`config.mk`:
```
export PLATFORM = sky130hd
export DESIGN_NAME = sync_burst_sram
export DESIGN_NICKNAME = d
export VERILOG_FILES = /design/src/rtl/sync_burst_sram.sv
export SDC_FILE = /design/constraint.sdc
export NUM_CORES = 2
export LEC_CHECK = 0
export ABC_AREA = 1
export CAP_MARGIN = 10
export CORE_AREA = 4 4 495 497
export CTS_BUF_LIST = sky130_fd_sc_hd__clkbuf_4 sky130_fd_sc_hd__clkbuf_8
export DETAILED_ROUTE_END_ITERATION = 6
export DIE_AREA = 0 0 499 501
export PLACE_DENSITY = 0.63
export RECOVER_POWER = 100
export SLEW_MARGIN = 10
export SYNTH_ARGS = -nofsm -noshare
export SYNTH_HDL_FRONTEND = slang
export SYNTH_SLANG_ARGS = --single-unit
```
`constraint.sdc`:
```
create_clock -name clk -period 6 [get_ports clk]
set_clock_uncertainty 0.15 [all_clocks]
set_input_delay 1.2 -clock clk [delete_from_list [all_inputs] [get_ports clk]]
set_output_delay 1.2 -clock clk [all_outputs]
set_load 0.01 [all_outputs]
```
`src/rtl/sync_burst_sram.sv`:
```
`timescale 1ns/1ps
module sync_burst_sram #(
  parameter int ADDR_W      = 6,
  parameter int LANES       = 4,
  parameter int LANE_W      = 9,
  parameter int RECOVER_CYC = 3,
  parameter int INTERLEAVE  = 1
) (
  input  logic                    clk,
  input  logic                    rst_n,
  input  logic [ADDR_W-1:0]       addr,
  input  logic [LANES*LANE_W-1:0] wdata,
  input  logic                    cpu_strobe_n,
  input  logic                    ctl_strobe_n,
  input  logic                    burst_next_n,
  input  logic                    sel_a_n,
  input  logic                    sel_b,
  input  logic                    sel_c_n,
  input  logic                    wr_all_n,
  input  logic                    wr_byte_n,
  input  logic [LANES-1:0]        lane_wr_n,
  input  logic                    out_en_n,
  input  logic                    pipe_mode,
  input  logic                    sleep_req,
  output logic [LANES*LANE_W-1:0] rdata,
  output logic                    rdata_oe,
  output logic                    wr_err
);
  localparam int DW    = LANES * LANE_W;
  localparam int DEPTH = 1 << ADDR_W;
  localparam int HW    = ADDR_W - 2;
  localparam int RW    = $clog2(RECOVER_CYC + 1);

  logic [DW-1:0]     mem [DEPTH];
  logic              active, ft_v, pipe_v, s1, s2;
  logic [HW-1:0]     hi_q;
  logic [1:0]        base_q, cnt_q;
  logic [ADDR_W-1:0] acc_q;
  logic [DW-1:0]     pipe_d;
  logic [RW-1:0]     rec_cnt;

  function automatic logic [1:0] order(input logic [1:0] b, input logic [1:0] c);
    return (INTERLEAVE != 0) ? (b ^ c) : (b + c);
  endfunction

  wire cpu_go   = !cpu_strobe_n && !sel_a_n;
  wire ctl_go   = !ctl_strobe_n && !cpu_go;
  wire selected = !sel_a_n && sel_b && !sel_c_n;
  wire start    = (cpu_go || ctl_go) && selected;
  wire desel    = (cpu_go || ctl_go) && !selected;
  wire cont     = !cpu_go && !ctl_go && active;
  wire awake    = !s2;

  wire [LANES-1:0] wr_mask = !wr_all_n ? {LANES{1'b1}} :
                             (!wr_byte_n ? ~lane_wr_n : {LANES{1'b0}});
  wire is_wr   = (|wr_mask) && !cpu_go;
  wire access  = start || cont;
  wire blocked = (rec_cnt != '0) && is_wr && access;

  wire [1:0] cnt_nx = (cont && !burst_next_n) ? cnt_q + 2'd1 : cnt_q;
  wire [ADDR_W-1:0] eff_addr = start ? addr : {hi_q, order(base_q, cnt_nx)};

  always_ff @(posedge clk or negedge rst_n) begin
    if (!rst_n) begin
      active  <= 1'b0;
      ft_v    <= 1'b0;
      pipe_v  <= 1'b0;
      pipe_d  <= '0;
      s1      <= 1'b0;
      s2      <= 1'b0;
      rec_cnt <= '0;
      wr_err  <= 1'b0;
      hi_q    <= '0;
      base_q  <= '0;
      cnt_q   <= '0;
      acc_q   <= '0;
    end else begin
      s1     <= sleep_req;
      s2     <= s1;
      pipe_v <= ft_v;
      pipe_d <= mem[acc_q];
      wr_err <= awake && blocked;
      if (s2 && !s1)
        rec_cnt <= RW'(RECOVER_CYC);
      else if (rec_cnt != '0 && awake)
        rec_cnt <= rec_cnt - 1'b1;
      if (!awake || blocked) begin
        ft_v <= 1'b0;
      end else begin
        if (desel) active <= 1'b0;
        if (start) begin
          active <= 1'b1;
          hi_q   <= addr[ADDR_W-1:2];
          base_q <= addr[1:0];
          cnt_q  <= 2'd0;
        end else if (cont) begin
          cnt_q <= cnt_nx;
        end
        ft_v  <= access && !is_wr;
        acc_q <= eff_addr;
      end
    end
  end

  always_ff @(posedge clk) begin
    if (awake && !blocked && access && is_wr)
      for (int i = 0; i < LANES; i++)
        if (wr_mask[i]) mem[eff_addr][i*LANE_W +: LANE_W] <= wdata[i*LANE_W +: LANE_W];
  end

  wire          drive = pipe_mode ? pipe_v : ft_v;
  wire [DW-1:0] rd    = pipe_mode ? pipe_d : mem[acc_q];
  assign rdata_oe = drive && !out_en_n && awake;
  assign rdata    = rdata_oe ? rd : '0;

  AST_STRAY_CPU_IGNORED: assert property (@(posedge clk) disable iff (!rst_n)
    (!cpu_strobe_n && sel_a_n && ctl_strobe_n && !active && awake) |=> !ft_v);
  AST_DESEL_CLOSES: assert property (@(posedge clk) disable iff (!rst_n)
    (desel && awake) |=> (!active && !ft_v));
  AST_WRITE_NO_DRIVE: assert property (@(posedge clk) disable iff (!rst_n)
    (access && is_wr && awake) |=> !ft_v);
  AST_BURST_STEP: assert property (@(posedge clk) disable iff (!rst_n)
    (cont && !burst_next_n && awake && !blocked) |=> (cnt_q == $past(cnt_q) + 2'd1));
  AST_SUSPEND_HOLD: assert property (@(posedge clk) disable iff (!rst_n)
    (cont && burst_next_n && awake) |=> $stable(cnt_q));
  AST_RECOVERY_FLAG: assert property (@(posedge clk) disable iff (!rst_n)
    ((rec_cnt != '0) && access && is_wr && awake) |=> wr_err);
endmodule

```
==> flow_metrics.tcl <==
set metrics [dict create \
    irDropWorstVdd_uv 215.8 \
    yosys_warnings 0 \
    ys_types 32 \
    comb_power_share 0.254 \
    synth_area_leaders "edfxtp_1 72%, nand3_1 11%, nand2_1 9.8%" \
    p_switching_mw 14.39 \
    startpoint "acc_q[1]" \
    critPathCaptureType "output port" \
    worstSetupStartpointType "flop" \
    status "complete, but fails checks" \
    rsz0062_at_grt "false" \
    power_density_mw_per_mm2 397.9 \
    hold_viol_final 0 \
    fin_ws_ps 121.9 \
    clock_sinks 2362 \
    synth.most_common_cell "nand2_1" \
    seq_area_frac_synth 0.7364 \
    syn_to_final_growth_pct 12.56 \
    port_buffers 96 \
    overflow 0 \
    grt_max_degree 135 \
    synth_common_cells "2493 x nand2_1, 2304 x edfxtp_1, 2190 x nand3_1" \
    drc 1 \
    totalWireLength_um 279700 \
    arrival_ps 4530 \
    syn_area_per_cell_um2 11.81 \
    grt_pass1_vias 61650 \
    yosysTopAreaCellShare 0.7213 \
    fmax_mhz 170.1 \
    fin_setup_tns_ps 0 \
    grt.total_usage 0.2178 \
    p_leak_nw 37.86 \
    std_cell_rows 180 \
    fin_hold_ws_ps 227.3 \
    initial_core_util 0.3992 \
    ant_nets 0 \
    drtIter0Drc 7943 \
    p_sw_frac 0.3350 \
    io_pins 97 \
    slew_violations 2428 \
    syn_inst 8123 \
    finalCritPeriodShare 0.9797 \
    fill_cells 21690 \
    use_met3 0.04893 \
    layout-drive-gt1-share 0.1015 \
    p_seq_frac 0.431 \
    violations "design-rule violations, max-capacitance violations, max-slew violations" \
    finalSetupViolCount 0 \
    antenna_found_initial 7 \
    vias 64780 \
    intPower_mw 28.57 \
    final_util 0.4493 \
    worst-setup-path-type "flop to output port" \
    cts_buffer_depth 4 \
    async_flop_share 0.02456 \
    ys_ff_latch 2362 \
    syn_nets 8183 \
    cts_tree "built" \
    yosysTopAreaCell "edfxtp_1" \
    fin_nets 8388 \
    cts_buffers 393 \
    die_height_um 501 \
    max-slew-margin-rel -1.808 \
    busiest_layer "met2" \
    wire_per_inst_um 23.72 \
    synth_edf_count 2304 \
    worstMarginPinSlew_ps 4212 \
    min_from "s1" \
    pre_cts_ws_ps 631.3 \
    core_mm2 0.2403 \
    period_needed_ps 5878 \
    cap_viol_max_count 47 \
    dr.pass1.iters 7 \
    gp_congestion 0.8657 \
    crit_fanout 50 \
    fp.dieArea_mm2 0.2500 \
    cts_root_buf "clkbuf_8" \
    synth_flop_cell "edfxtp_1" \
    grt_first_pass_wirelength_um 409600 \
    die_w_um 499 \
    hp-class "flop to flop" \
    htree_levels 5 \
    use_met2 0.3434 \
    path_clk_slew_ps 60 \
    syn_area_mm2 0.09592 \
    r2r_start "active" \
    use_met1 0.2934 \
    clkPwrFrac 0.316 \
    hpwl_um 167300 \
    critPathRequiredTime_ps 4650 \
    vias_per_cell 5.493 \
    clk_latency_ps 1070 \
]
-- area by class of cell --
cell class	instances	area (µm²)	share of cell area
flip-flops and latches	2362	70660	0.6544
multi-input cells	5136	22540	0.2088
clock buffers	522	6409	0.05936
well taps	3185	3985	0.03691
repair buffers	365	3159	0.02926
clock inverters	149	894.6	0.008286
inverters	70	314.1	0.002909
diodes	4	10.01	0.00009271
-- repair_timing --
item                                    CTS  global route
buffers inserted                          1             6
endpoints found under the hold margin    22             0
gates resized for setup                   4             2
endpoints found under the setup margin   24            18
hold buffers                              1             0
-- placed cells by master, fill, tap and decap left out, drive strengths merged --
master and n:
ha 1, clkbuf 624, a21oi 37, dlygate4sd3 21
nand4 67, dfrtp 58, or2 4, inv 73
nand2 2500, clkinvlp 4, xnor2 1, edfxtp 2304
clkdlybuf4s50 39, nand3b 2, buf 203, o21ai 54
clkinv 133, nand3 2192, diode 4, nor3 1
bufinv 9, nor2 277
-- critical path: stages (launching register included) --
cell and delay (ps):
dfrtp_4 660, inv_8 390, buf_12 320, buf_12 280
nand3_1 110, nand3_1 110, nand3_1 170, nand3_1 160
nand3_1 180, nand2_1 280, a21oi_1 90, dlygate4sd3_1 640
-- metal layers --
| layer | part of all wire | up-vias |
|---|---|---|
| met5 | 0.00014 | - |
| met1 | 0.40 | 31710 |
| li1 | - | 29270 |
| met2 | 0.47 | 3221 |
| met3 | 0.097 | 583 |
| met4 | 0.039 | 6 |
-- power by group through the flow --
stage / clock network (mW) / logic (mW) / registers, mW
after floorplan: 0 / 6.89 / 18.7
after global placement: 0 / 10.6 / 18.8
after detailed placement: 0 / 10.7 / 18.8
after CTS: 13.7 / 10.8 / 18.5
after global routing: 14.6 / 11.8 / 18.5
final: 13.6 / 10.9 / 18.5
-- registers in the layout, summed over array words and instances, names as in the netlist --
| signal | cells |
|---|---|
| mem | 2304 |
| pipe_d | 36 |
| acc_q | 6 |
| hi_q | 4 |
| base_q | 2 |
| cnt_q | 2 |
| rec_cnt | 2 |
| active | 1 |
| ft_v | 1 |
| pipe_v | 1 |
| s1 | 1 |
| s2 | 1 |
| wr_err | 1 |
-- worst paths after layout --
path	to	slack [ps]	depth (start not counted)
setup reg to reg	mem[13][32]	1230	9
min in group asynchronous	s2	940	2
hold / removal	s2	230	0
hold reg to reg	s2	230	0
setup / recovery	rdata[35]	120	11
max in group asynchronous	acc_q[4]	2170	3
-- logic make-up (layout without fill, tap and decap cells) --
family                   Yosys count  count (layout)  share of synthesized area
buffers and inverters            625            1106                    0.02854
flip-flops                      2362            2362                     0.7364
other                              0               4                          0
XOR/XNOR                           1               1                 0.00009133
adder cells (fa/ha/maj)            1               1                  0.0001304
AND/OR/NAND/NOR                 5043            5043                     0.2299
AO/OA/AOI/OAI                     91              91                   0.004905
-- through the flow --
| step | cell area [µm²] | std cells | total power [mW] |
|---|---|---|---|
| global route | 108000 | 11790 | 44.89 |
| global placement | 100800 | 11110 | 29.40 |
| detailed placement | 100900 | 11110 | 29.52 |
| finish | 108000 | 11790 | 42.96 |
| floorplan | 95920 | 8123 | 25.55 |
| CTS | 108200 | 11780 | 42.98 |
Note: power is estimated with default switching activity, not from simulation.
